===== config.mk =====
export PLATFORM = sky130hd
export DESIGN_NAME = cvtr_supervisor
export DESIGN_NICKNAME = d
export VERILOG_FILES = /design/src/rtl/cvtr_sup_pkg.sv /design/src/rtl/cvtr_sup_filter.sv /design/src/rtl/cvtr_sup_fsm.sv /design/src/rtl/cvtr_sup_decode.sv /design/src/rtl/cvtr_supervisor.sv
export SDC_FILE = /design/constraint.sdc
export NUM_CORES = 1
export LEC_CHECK = 0
export ABC_AREA = 1
export BUFFER_PORTS_ARGS = -buffer_cell sky130_fd_sc_hd__buf_2
export CAP_MARGIN = 15
export CORE_ASPECT_RATIO = 1.25
export CORE_UTILIZATION = 30
export DETAILED_ROUTE_END_ITERATION = 12
export GPL_TIMING_DRIVEN = 0
export SETUP_SLACK_MARGIN = 0.4
export SLEW_MARGIN = 10
export SYNTH_ARGS = -nofsm -noshare
export SYNTH_HDL_FRONTEND = slang
export SYNTH_SLANG_ARGS = --single-unit

===== constraint.sdc =====
create_clock -name clk -period 3.3 [get_ports clk]
set_input_delay 0.66 -clock clk [delete_from_list [all_inputs] [get_ports clk]]
set_output_delay 0.66 -clock clk [all_outputs]
set_load 0.1 [all_outputs]

===== src/rtl/cvtr_sup_pkg.sv =====
package cvtr_sup_pkg;

    typedef enum logic [2:0] {
        ST_IDLE    = 3'd0,
        ST_RAMP    = 3'd1,
        ST_RUN     = 3'd2,
        ST_FAULT   = 3'd3,
        ST_THERMAL = 3'd4
    } sup_state_e;

    localparam int NUM_STATES = 5;

    typedef struct packed {
        logic tj_cooled;
        logic tj_over;
        logic line_good;
        logic ss_armed;
        logic vref_good;
        logic vcc_above_min;
        logic vcc_at_reg;
    } sup_flags_t;

    localparam int NUM_FLAGS = $bits(sup_flags_t);

    function automatic logic [NUM_STATES-1:0] state_to_oh(input sup_state_e s);
        logic [NUM_STATES-1:0] v;
        v = '0;
        v[s] = 1'b1;
        return v;
    endfunction

    function automatic logic requests_discharge(input sup_state_e s);
        return (s == ST_IDLE) || (s == ST_FAULT) || (s == ST_THERMAL);
    endfunction

endpackage


===== src/rtl/cvtr_sup_filter.sv =====
module cvtr_sup_filter #(
    parameter int STAGES   = 2,
    parameter int FILT_LEN = 4
) (
    input  logic clk,
    input  logic rst,
    input  logic din,
    output logic dout
);
    localparam int CNT_W = (FILT_LEN > 1) ? $clog2(FILT_LEN) : 1;
    localparam logic [CNT_W-1:0] CNT_LAST = CNT_W'(FILT_LEN - 1);

    logic [STAGES-1:0] sync_q;
    logic              synced;
    logic [CNT_W-1:0]  cnt_q;
    logic              filt_q;

    always_ff @(posedge clk) begin
        if (rst) sync_q <= '0;
        else     sync_q <= {sync_q[STAGES-2:0], din};
    end

    assign synced = sync_q[STAGES-1];

    always_ff @(posedge clk) begin
        if (rst) begin
            cnt_q  <= '0;
            filt_q <= 1'b0;
        end else if (synced == filt_q) begin
            cnt_q <= '0;
        end else if (cnt_q == CNT_LAST) begin
            cnt_q  <= '0;
            filt_q <= synced;
        end else begin
            cnt_q <= cnt_q + 1'b1;
        end
    end

    assign dout = filt_q;
endmodule


===== src/rtl/cvtr_sup_fsm.sv =====
module cvtr_sup_fsm
    import cvtr_sup_pkg::*;
(
    input  logic       clk,
    input  logic       rst,
    input  sup_flags_t flg,
    output sup_state_e state
);
    sup_state_e state_q, state_d;
    logic uv_fault, ready_to_ramp, ready_to_run, rearm_ok, cool_ok;

    assign uv_fault      = !flg.vcc_above_min || !flg.line_good;
    assign ready_to_ramp = flg.vcc_at_reg && flg.vref_good && flg.line_good;
    assign ready_to_run  = flg.ss_armed && flg.vcc_at_reg;
    assign rearm_ok      = ready_to_ramp && !flg.ss_armed;
    assign cool_ok       = !flg.tj_over && flg.tj_cooled;

    always_comb begin
        state_d = state_q;
        if (flg.tj_over && state_q != ST_THERMAL) begin
            state_d = ST_THERMAL;
        end else begin
            unique case (state_q)
                ST_IDLE: begin
                    if (ready_to_ramp) state_d = ST_RAMP;
                end
                ST_RAMP: begin
                    if (!flg.vref_good)     state_d = ST_IDLE;
                    else if (uv_fault)      state_d = ST_FAULT;
                    else if (ready_to_run)  state_d = ST_RUN;
                end
                ST_RUN: begin
                    if (!flg.vref_good)     state_d = ST_IDLE;
                    else if (uv_fault)      state_d = ST_FAULT;
                    else if (!flg.ss_armed) state_d = ST_RAMP;
                end
                ST_FAULT: begin
                    if (!flg.vref_good)     state_d = ST_IDLE;
                    else if (rearm_ok)      state_d = ST_RAMP;
                end
                ST_THERMAL: begin
                    if (cool_ok) state_d = ST_IDLE;
                end
                default: state_d = ST_IDLE;
            endcase
        end
    end

    always_ff @(posedge clk) begin
        if (rst) state_q <= ST_IDLE;
        else     state_q <= state_d;
    end

    assign state = state_q;
endmodule


===== src/rtl/cvtr_sup_decode.sv =====
module cvtr_sup_decode
    import cvtr_sup_pkg::*;
(
    input  sup_state_e             state,
    input  logic                   ref_ok,
    input  logic                   line_ok,
    output logic                   buck_en,
    output logic                   pp_en,
    output logic                   ss_reset,
    output logic                   hyst_en,
    output logic                   bias_en,
    output logic                   ref_en,
    output logic [NUM_STATES-1:0]  state_oh
);
    logic hot;

    assign hot      = (state == ST_THERMAL);
    assign buck_en  = (state == ST_RUN);
    assign pp_en    = ref_ok && !hot;
    assign ss_reset = requests_discharge(state);
    assign hyst_en  = line_ok;
    assign bias_en  = line_ok && !hot;
    assign ref_en   = !hot;
    assign state_oh = state_to_oh(state);
endmodule


===== src/rtl/cvtr_supervisor.sv =====
module cvtr_supervisor
    import cvtr_sup_pkg::*;
#(
    parameter int SYNC_STAGES = 2,
    parameter int FILT_LEN    = 4
) (
    input  logic       clk,
    input  logic       rst,
    input  logic       vcc_at_reg,
    input  logic       vcc_above_min,
    input  logic       vref_good,
    input  logic       ss_armed,
    input  logic       line_good,
    input  logic       tj_over,
    input  logic       tj_cooled,
    output logic       buck_en,
    output logic       pp_en,
    output logic       ss_reset,
    output logic       hyst_en,
    output logic       bias_en,
    output logic       ref_en,
    output logic [4:0] state_oh
);
    sup_flags_t           raw_flags;
    logic [NUM_FLAGS-1:0] filt_bits;
    sup_flags_t           filt_flags;
    sup_state_e           cur_state;

    assign raw_flags = '{
        tj_cooled:     tj_cooled,
        tj_over:       tj_over,
        line_good:     line_good,
        ss_armed:      ss_armed,
        vref_good:     vref_good,
        vcc_above_min: vcc_above_min,
        vcc_at_reg:    vcc_at_reg
    };

    for (genvar i = 0; i < NUM_FLAGS; i++) begin : g_flag
        cvtr_sup_filter #(
            .STAGES   (SYNC_STAGES),
            .FILT_LEN (FILT_LEN)
        ) filt_i (
            .clk  (clk),
            .rst  (rst),
            .din  (raw_flags[i]),
            .dout (filt_bits[i])
        );
    end

    assign filt_flags = sup_flags_t'(filt_bits);

    cvtr_sup_fsm fsm_i (
        .clk   (clk),
        .rst   (rst),
        .flg   (filt_flags),
        .state (cur_state)
    );

    cvtr_sup_decode dec_i (
        .state    (cur_state),
        .ref_ok   (filt_flags.vref_good),
        .line_ok  (filt_flags.line_good),
        .buck_en  (buck_en),
        .pp_en    (pp_en),
        .ss_reset (ss_reset),
        .hyst_en  (hyst_en),
        .bias_en  (bias_en),
        .ref_en   (ref_en),
        .state_oh (state_oh)
    );
endmodule


Word-level counts from Yosys, hierarchy flattened --
Cells that the tools add are included.
Word-level totals: logic and storage cells 117, bits in registers 38, input bits 9
Cells by class: bitwise gates (word level) 7, $lt $le $gt $ge 2, add/subtract/negate cells 7, equality and inequality tests 29, reduce and logical (&&, ||, !) cells 35, multiplexer cells 14
Operator list (number):
- $mux W3 | 11
- $reduce_or A3 Y1 | 7
- $pmux W3 S5 | 1
- $add A2 B1 Y2 const B | 7
- $eq A2 B2 Y1 const B | 7
- $reduce_and A2 Y1 | 7
- $ne A3 B3 Y1 const B | 4
- $reduce_and A5 Y1 | 2
- $logic_and A1 B1 Y1 | 9
- $eq A1 B1 Y1 | 7
- $not A1 Y1 | 7
- $eq A3 B2 Y1 const B | 2
- $logic_not A1 Y1 | 5
- $ne A5 B2 Y1 const B | 1
- $ne A5 B3 Y1 const B | 1
- $lt A3 B4 Y1 const B | 1
- $ne A2 B2 Y1 const B | 2
- $ne A4 B2 Y1 const B | 1
- $ne A4 B3 Y1 const B | 1
- $ne A4 B4 Y1 const B | 1
- $demux W1 S3 | 1
- $eq A3 B1 Y1 const B | 1
- $eq A3 B3 Y1 const B | 1
- $ge A3 B1 Y1 const B | 1
- 4 further kinds | 6

Depth between registers and ports, before layout --
Gate-level depths: netlist (run 1).
depth in word-level cells 7, gate-level depth with buffers 10, gate-level depth less buffers 10

Cells and area by module --
Synthesis (run 1) repeated with hierarchy kept, for this count alone.
Unflattened totals: cells, all modules 229, area, all modules 1664.1 um2
Modules (own cells, without submodules):
- cvtr_sup_filter | area an instance 186.4 um2, instances 7, cells an instance 23
- cvtr_sup_fsm | area an instance 270.3 um2, instances 1, cells an instance 48
- cvtr_sup_decode | area an instance 88.8 um2, instances 1, cells an instance 20

Worst setup path before layout (run 1) --
Ideal clock, no wire load.
path type register to output, start point reg fsm_i.state_q[1] (netlist: fsm_i.state[1]), end point out bias_en, data arrival time 3.370 ns, buffers on the path 0, path slack -0.730 ns, cell stages (with the launch flop) 5, required time 2.640 ns, cells stage by stage dfxtp_1 -> nor2_4 -> nand2_1 -> inv_1 -> nor2_1
Between the ends: cells in the longest elaborated chain, start to end 3
Ends and longest elaborated chain:
- start, declared | line cvtr_sup_fsm.sv:9 | sup_state_e state_q, state_d;
- start signal, assigned | line cvtr_sup_fsm.sv:51 | else state_q <= state_d;
- $eq A3 B3 Y1 | line cvtr_sup_decode.sv:17 | assign hot = (state == ST_THERMAL);
- $logic_not A1 Y1
- named net ref_en | line cvtr_supervisor.sv:21 | output logic ref_en,
- $logic_and A1 B1 Y1 | line cvtr_sup_decode.sv:22 | assign bias_en = line_ok && !hot;
- end, declared | line cvtr_supervisor.sv:20 | output logic bias_en,
The timed path passes the listed nets, and every way through them passes these cells.

Final worst setup path (run 1) --
start point reg fsm_i.state_q[1] (netlist: fsm_i.state[1]), end point out pp_en
Between the ends: cells in the longest elaborated chain, start to end 3
Ends and longest elaborated chain:
- $eq A3 B3 Y1 | line cvtr_sup_decode.sv:17
- $logic_not A1 Y1 | line cvtr_sup_decode.sv:19 | assign pp_en = ref_ok && !hot;
- $logic_and A1 B1 Y1 | line cvtr_sup_decode.sv:19
- end, declared | line cvtr_supervisor.sv:17 | output logic pp_en,
No other way between the ends.

==> results of run 1 <==
-- sequential cells by signal, indices dropped and copies added (netlist names) --
name,flops
g_flag.filt_i.cnt_q,14
g_flag.filt_i.dout,7
g_flag.filt_i.sync_q,14
fsm_i.state,3
-- where the power goes --
| part | switching [mW] | leakage, nW | total (mW) | internal [mW] |
|---|---|---|---|---|
| registers | 0.0134 | 0.310 | 0.491 | 0.478 |
| clock network | 0.146 | 0.0482 | 0.314 | 0.168 |
| logic | 0.297 | 0.542 | 0.378 | 0.0805 |
| total | 0.456 | 0.900 | 1.18 | 0.726 |
-- through the flow --
stage          hold WS, ps  std cells  utilization
3_5_place_dp         395.3        283       0.3503
4_1_cts              404.8        291       0.3684
5_1_grt              410.9        291       0.3684
2_1_floorplan        388.3        202            -
6_report             403.7        291       0.3684
3_3_place_gp         391.5        283       0.3503
-- worst paths after layout --
path | cells past startpoint | endpoint | slack [ps] | start
hold / removal | 2 | g_flag[1].filt_i.sync_q[1]$_SDFF_PP0_ | 400 | g_flag[1].filt_i.sync_q[0]$_SDFF_PP0_
setup reg to reg | 9 | fsm_i.state[0]$_SDFFE_PP0P_ | 2050 | fsm_i.state[2]$_SDFFE_PP0P_
setup / recovery | 5 | pp_en | 1000 | fsm_i.state[1]$_SDFFE_PP0P_
hold reg to reg | 2 | g_flag[1].filt_i.sync_q[1]$_SDFF_PP0_ | 400 | g_flag[1].filt_i.sync_q[0]$_SDFF_PP0_
-- worst max-delay path, delay by kind of cell, from the launching register on --
family,cells,cell delay [ps]
simple gates,3,320
flops,1,490
buf+inv,2,550
-- layout make-up --
class                   instances  share of cell area
clock inverters                 1            0.002694
clock buffers                   7             0.04646
well taps                      62             0.04175
multi-input cells             116              0.3401
flip-flops and latches         38              0.4094
repair buffers                 19             0.05118
plain buffers                   4             0.01751
inverters                      44             0.09091
-- logic make-up after synthesis --
logic type               Yosys count  synth area share
AND/OR/NAND/NOR                   79            0.2259
buffers and inverters             48            0.1261
flip-flops                        38            0.4852
AO/OA/AOI/OAI                     30            0.1069
adder cells (fa/ha/maj)            7           0.05586
-- layer usage --
layer	routed length, um	part of all wire	track usage
met1	1196	0.47	0.1191
met2	1154	0.46	0.1635
met3	130	0.051	0.03846
met4	48	0.019	0.04642
met5	0	0	0
-- layout by cell type, fill, tap and decap left out --
master      count
inv_1          42
nor2_4          4
a21oi_1        14
o21ai_1         1
clkbuf_8        6
nor2_2          1
ha_1            7
nand2_4         1
nand2_1        15
dfxtp_1        38
buf_2          21
clkinv_2        1
nand3_1         4
nand2_2         2
nand4_1         2
clkbuf_1        1
inv_2           1
buf_6           2
o211ai_1        7
nor2_1         46
o21ai_0         8
clkinvlp_4      1
nand3_2         4
==> impl_metrics.tcl, run 1 <==
set metrics [dict create \
    outcome "completed" \
    maxCapViolations 0 \
    fmax_ghz 0.4342 \
    cts_max_path_buffers 2 \
    postSynthCellCount 202 \
    cts_buffers 5 \
    drive_above_1_share 0.1921 \
    cp-start-kind "flop" \
    cts_tree "built" \
    fin_crit_sh 0.6980 \
    ys.flop_type "dfxtp_1" \
    synth_area_um2 1568 \
    clk_pin_slew_ps 70 \
    grt_pass1_vias 1030 \
    synth_common_cells "nor2_1 (48), inv_1 (43), dfxtp_1 (38)" \
    clock_latency_ps 280 \
    grt_overflow 0 \
    synth_area_per_cell_um2 7.761 \
    n_antenna_cell 0 \
    fin_crit_ps 2303 \
    cts.htree.levels 2 \
    slew_violations 0 \
    post-route-drc-count 0 \
    wl_um 2529 \
    synth_nets 218 \
    die_w_um 66.66 \
    cts_hold_buf 0 \
    synthTopCellsByArea "dfxtp_1 (49%), nor2_1 (11%), inv_1 (10%)" \
    crit_arrival_ps 1640 \
    grt_pass1_wl_um 4319 \
    nets 244 \
    via_count 1222 \
    fin_skew_ps 5.633 \
    antenna_found_initial 0 \
    cts-root-buf "clkbuf_8" \
    yosysTopAreaCell "dfxtp_1" \
    syn2layout_area_growth_pct 18.52 \
    port_buffers 19 \
    cp_slowest_stage_delay_ps 490 \
    cp_common_cell "nor2_4" \
    synth-edff-count 0 \
    cts_sinks 38 \
    total_power_mw 1.183 \
    die_h_um 82.83 \
    multiInputGateArea_um2 631.9 \
    routed_via_density 4.199 \
    worstPathCellList "nor2_4, nand2_4, clkinvlp_4, nor2_4, buf_2" \
    rsz0062_at_grt "false" \
    tightestPinTransition_ps 489.8 \
    start_util 0.3108 \
    num_rows 29 \
    place_hpwl_um 1928 \
    drt-initial-drc-count 34 \
    gp_congestion 0.7539 \
    drt_pre_antenna_iters 4 \
    hp-class "flop to flop" \
    n_fill_cell 528 \
    peakVddDrop_uv 280.7 \
    yosysSeqAreaShare 0.4852 \
    leakagePower_nw 0.9003 \
    dpl_cell_area_um2 1767 \
    grt_use_total 0.1026 \
    core-area_um2 5044 \
    grt_max_degree 12 \
    finalHoldViolations 0 \
    synth_top_area_share 0.4852 \
    ctsResizeCount 0 \
    maxSlewHeadroom 0.6757 \
    cp-end-kind "primary output" \
    finalWorstSetupSlack_ps 996.7 \
    crit_fanout 7 \
    setup_viol 0 \
    ys_types 17 \
    required_ps 2640 \
    register_area_um2 760.7 \
    path_class "flop to primary output" \
    synth_warnings 0 \
    avgRoutedWirePerCell_um 8.691 \
    final_area_um2 1858 \
    tns_ps 0 \
    ys_seq_elements 38 \
    ant_nets 0 \
    p_per_area_nw_per_um2 636.6 \
    yosysMostFrequentCell "nor2_1" \
    dieArea_um2 5521 \
    num_io_pins 20 \
    pre_cts_slack_ps 1294 \
    ys_async_sr_fraction 0 \
    cts_setup_buffers 0 \
    slowest_stage "dfxtp_1" \
]
No activity file was read; power rests on OpenSTA's default activity.
==> inputs of run 2 (changes only) <==
Clock period 3.3 ns to 2.1 ns, I/O delays scaled along.
==> impl_metrics.tcl, run 2 (synthesis gave the netlist of run 1 again) <==
set metrics [dict create \
    p_comb_frac 0.389 \
    finalHoldViolations 0 \
    slowest_stage "dfxtp_2" \
    start_util 0.3108 \
    cp_num_cells 6 \
    wl_um 2763 \
    fin_crit_ps 1723 \
    via_count 1255 \
    required_ps 1680 \
    finalNonFillerCells 298 \
    avgRoutedWirePerCell_um 9.272 \
    die_h_um 82.83 \
    leakagePower_nw 0.9563 \
    peakVddDrop_uv 415.8 \
    syn2layout_area_growth_pct 30.01 \
    die_w_um 66.66 \
    cts.htree.levels 2 \
    setup_viol 0 \
    clockPowerShare 0.238 \
    maxCapViolations 0 \
    cts_tree "built" \
    place_inst 283 \
    holdPathEnd "g_flag[4].filt_i.sync_q[0]$_SDFF_PP0_" \
    tns_ps 0 \
    cp-start-kind "flop" \
    dieArea_um2 5521 \
    hp-start "line_good" \
    crit_fanout 4 \
    gp_congestion 0.7883 \
    crit_arrival_ps 1300 \
    num_io_pins 20 \
    outcome "completed" \
    r2r_start "fsm_i.state[2]$_SDFFE_PP0P_" \
    finalWorstSetupSlack_ps 376.8 \
    netSwitchingFraction 0.3731 \
    slew_violations 0 \
    cp_common_cell "nor2_4" \
    maxSlewHeadroom 0.6793 \
    fin_skew_ps 5.717 \
    cts-root-buf "clkbuf_8" \
    grt_pass1_vias 1117 \
    hp-class "input pin to flop" \
    cts_sinks 38 \
    clk_pin_slew_ps 70 \
    num_rows 29 \
    post-route-drc-count 0 \
    port_buffers 19 \
    hold_slack_ps 333.3 \
    p_seq_frac 0.373 \
    path_class "flop to primary output" \
    grt_max_degree 12 \
    layout_commonest_cell "nor2_1" \
    pre_cts_slack_ps 394.1 \
    n_antenna_cell 0 \
    rsz0062_at_grt "true" \
    drive_above_1_share 0.2415 \
    cts_max_path_buffers 2 \
    grt_pass1_wl_um 4657 \
    path_delay_family "buffers and inverters" \
    worstPathCellList "buf_6, nor2_4, nand2_8, clkinvlp_4, nor2_4, buf_12" \
    cts_hold_buf 0 \
    reg2reg_slack_ps 770 \
    drt-initial-drc-count 37 \
    rr_worst_depth 10 \
    grt_overflow 0 \
    final_cell_mix "nor2_1 (45), inv_1 (41), dfxtp_1 (34)" \
    clock_latency_ps 280 \
    r2r-end "fsm_i.state[0]$_SDFFE_PP0P_" \
    antenna_found_initial 0 \
    cts_buffers 5 \
    p_per_area_nw_per_um2 1021 \
    p_sw_mw 0.7767 \
    hold_depth 3 \
    critPathBufInv 3 \
    cp_slowest_stage_delay_ps 320 \
    drt_pre_antenna_iters 4 \
    total_power_mw 2.082 \
    core-area_um2 5044 \
    fin_crit_sh 0.8206 \
    nets 251 \
    grt_use_total 0.1122 \
    fmax_ghz 0.5803 \
    cp-end-kind "primary output" \
    place_hpwl_um 1936 \
    routed_via_density 4.211 \
    tightestPinTransition_ps 484.4 \
    n_fill_cell 511 \
    ant_nets 0 \
    internal_power_mw 1.305 \
]
==> run 2: routing by layer <==
metal,GRT usage,part of all wire
met1,0.1239,0.47
met2,0.1855,0.48
met3,0.04121,0.035
met4,0.05222,0.018
met5,0,0
==> run 2: stage by stage <==
step                        util  area [um2]
after CTS                 0.3949        1992
after global placement    0.3528        1779
after detailed placement  0.3528        1779
final                     0.4041        2038
after floorplan                -        1607
after global routing      0.4041        2038
==> run 2: how the worst max path moves through the flow <==
stage                                      startpoint     endpoint  slack (ps)
after floorplan           fsm_i.state[0]$_SDFFE_PP0P_      bias_en        -180
after global placement    fsm_i.state[0]$_SDFFE_PP0P_  state_oh[4]         410
after detailed placement  fsm_i.state[0]$_SDFFE_PP0P_  state_oh[4]         390
after CTS                 fsm_i.state[0]$_SDFFE_PP0P_      bias_en         360
after global routing      fsm_i.state[0]$_SDFFE_PP0P_        pp_en         310
final                     fsm_i.state[0]$_SDFFE_PP0P_        pp_en         380
==> run 2: final cells by class <==
type | instances | area, um2 | share of cell area
Timing Repair Buffer | 26 | 256.5 | 0.1258
Tap cell | 62 | 77.57 | 0.03806
Inverter | 44 | 168.9 | 0.08287
Multi-Input combinational cell | 116 | 643.1 | 0.3155
Buffer | 4 | 32.53 | 0.01596
Clock buffer | 7 | 86.33 | 0.04236
Clock inverter | 1 | 5.005 | 0.002455
Sequential cell | 38 | 768.2 | 0.3769
==> run 2: tightest hold or removal path: stages <==
cell and delay [ps]:
buf_2 70, inv_1 30, nor2_1 60
==> run 2: repair_timing <==
action / CTS / global route
setup endpoints to repair: 10 / 10
setup buffers: 5 / 2
pin swaps: 2 / 1
hold endpoints to repair: 0 / 0
gates resized for setup: 25 / 9
==> run 2: power groups by stage <==
| stage | Combinational (mW) | Sequential (mW) | Clock [mW] |
|---|---|---|---|
| 6_report | 0.809 | 0.777 | 0.495 |
| 5_1_grt | 0.853 | 0.781 | 0.550 |
| 4_1_cts | 0.722 | 0.777 | 0.516 |
| 3_5_place_dp | 0.608 | 0.793 | 0 |
| 3_3_place_gp | 0.605 | 0.791 | 0 |
| 2_1_floorplan | 0.528 | 0.787 | 0 |
==> inputs of run 3 (changes only) <==
Clock period 2.1 ns to 1.8 ns, I/O delays scaled along.
==> impl_metrics.tcl, run 3 (synthesis gave the netlist of run 1 again) <==
set metrics [dict create \
    port_buffers 19 \
    peakVddDrop_uv 443.4 \
    leakagePower_nw 0.9678 \
    grt_use_total 0.1162 \
    cp_slowest_stage_delay_ps 320 \
    setup_viol 0 \
    cts_buffers 5 \
    avgRoutedWirePerCell_um 9.329 \
    num_io_pins 20 \
    cts.htree.levels 2 \
    p_per_area_nw_per_um2 1173 \
    path_class "flop to primary output" \
    maxCapViolations 0 \
    n_fill_cell 513 \
    wl_um 2808 \
    die_w_um 66.66 \
    required_ps 1440 \
    slew_violations 0 \
    hold_slack_ps 278.9 \
    rr_worst_depth 10 \
    cp-end-kind "primary output" \
    n_antenna_cell 0 \
    grt_max_degree 12 \
    fin_crit_sh 0.9277 \
    grt_overflow 0 \
    cts_max_path_buffers 2 \
    dpl_cell_area_um2 1799 \
    outcome "completed" \
    hold_depth 3 \
    clk_pin_slew_ps 70 \
    routed_via_density 4.286 \
    clock_latency_ps 280 \
    cp-start-kind "flop" \
    cts_tree "built" \
    worstPathCellList "buf_6, buf_4, buf_6, nor2_4, buf_12" \
    fmax_ghz 0.5989 \
    hp-class "input pin to flop" \
    cts-root-buf "clkbuf_8" \
    nets 254 \
    finalHoldViolations 0 \
    crit_fanout 4 \
    antenna_found_initial 0 \
    place_hpwl_um 1895 \
    maxSlewHeadroom 0.8172 \
    reg2reg_slack_ps 440 \
    drt_pre_antenna_iters 3 \
    rsz0062_at_grt "true" \
    core-area_um2 5044 \
    grt_pass1_wl_um 4836 \
    die_h_um 82.83 \
    layout_commonest_cell "nor2_1" \
    num_rows 29 \
    grt_pass1_vias 1132 \
    final_cell_mix "nor2_1 (43), inv_1 (39), dfxtp_1 (34)" \
    post-route-drc-count 0 \
    drive_above_1_share 0.2803 \
    start_util 0.3108 \
    cp_common_cell "buf_6" \
    ant_nets 0 \
    slowest_stage "dfxtp_2" \
    gp_congestion 0.7685 \
    drt-initial-drc-count 41 \
    tightestPinTransition_ps 276.5 \
    cts_sinks 38 \
    final_area_um2 2145 \
    fin_skew_ps 7.889 \
    via_count 1290 \
    dieArea_um2 5521 \
    syn2layout_area_growth_pct 36.79 \
    tns_ps 0 \
    fin_crit_ps 1670 \
    crit_arrival_ps 1310 \
]
## run 3: worst paths after layout
check | from | to
setup / recovery | fsm_i.state[0]$_SDFFE_PP0P_ | buck_en
hold / removal | ss_armed | g_flag[3].filt_i.sync_q[0]$_SDFF_PP0_
hold reg to reg | g_flag[5].filt_i.sync_q[0]$_SDFF_PP0_ | g_flag[5].filt_i.sync_q[1]$_SDFF_PP0_
setup reg to reg | fsm_i.state[0]$_SDFFE_PP0P_ | fsm_i.state[1]$_SDFFE_PP0P_
## run 3: worst max-delay path, delay by kind of cell, from the launching register on
family / cells / cell delay [ps]
flip-flops: 1 / 320
AND/OR/NAND/NOR: 1 / 130
buffers and inverters: 4 / 590
## run 3: metal layers
metal / routed length [um] / global-route usage / vias up
li1: - / - / 694
met1: 1253 / 0.1362 / 561
met2: 1386 / 0.1827 / 27
met3: 78 / 0.02610 / 8
met4: 90 / 0.07930 / 0
met5: 0 / 0 / -
## run 3: timing repair
action	CTS	global route
pin swaps	5	1
resized for setup	44	6
hold buffers	0	0
setup buffers	9	1
setup endpoints to repair	11	12
## run 3: through the flow
| step | total power, mW | std cells | utilization | worst slack [ps] |
|---|---|---|---|---|
| floorplan | 1.553 | 202 | - | -415.2 |
| finish | 2.515 | 301 | 0.4252 | 130.2 |
| detailed placement | 1.648 | 283 | 0.3567 | 157.7 |
| global route | 2.649 | 301 | 0.4252 | 76.61 |
| global placement | 1.640 | 283 | 0.3567 | 174.8 |
| CTS | 2.480 | 300 | 0.4200 | 122.9 |
## run 3: final cells by class
cell class              count  area [um2]  share of cell area
clock inverters             1       5.005            0.002334
clock buffers               7       86.33             0.04026
multi-input cells         116       673.1              0.3139
inverters                  44       182.7             0.08518
well taps                  62       77.57             0.03617
flip-flops and latches     38       770.7              0.3594
repair buffers             29       316.6              0.1476
plain buffers               4       32.53             0.01517
## run 3: report_power, final
part / leakage [nW] / total (mW) / switching, mW / internal [mW]
clock network: 0.0482 / 0.580 / 0.271 / 0.309
registers: 0.312 / 0.906 / 0.0276 / 0.878
logic: 0.607 / 1.03 / 0.647 / 0.382
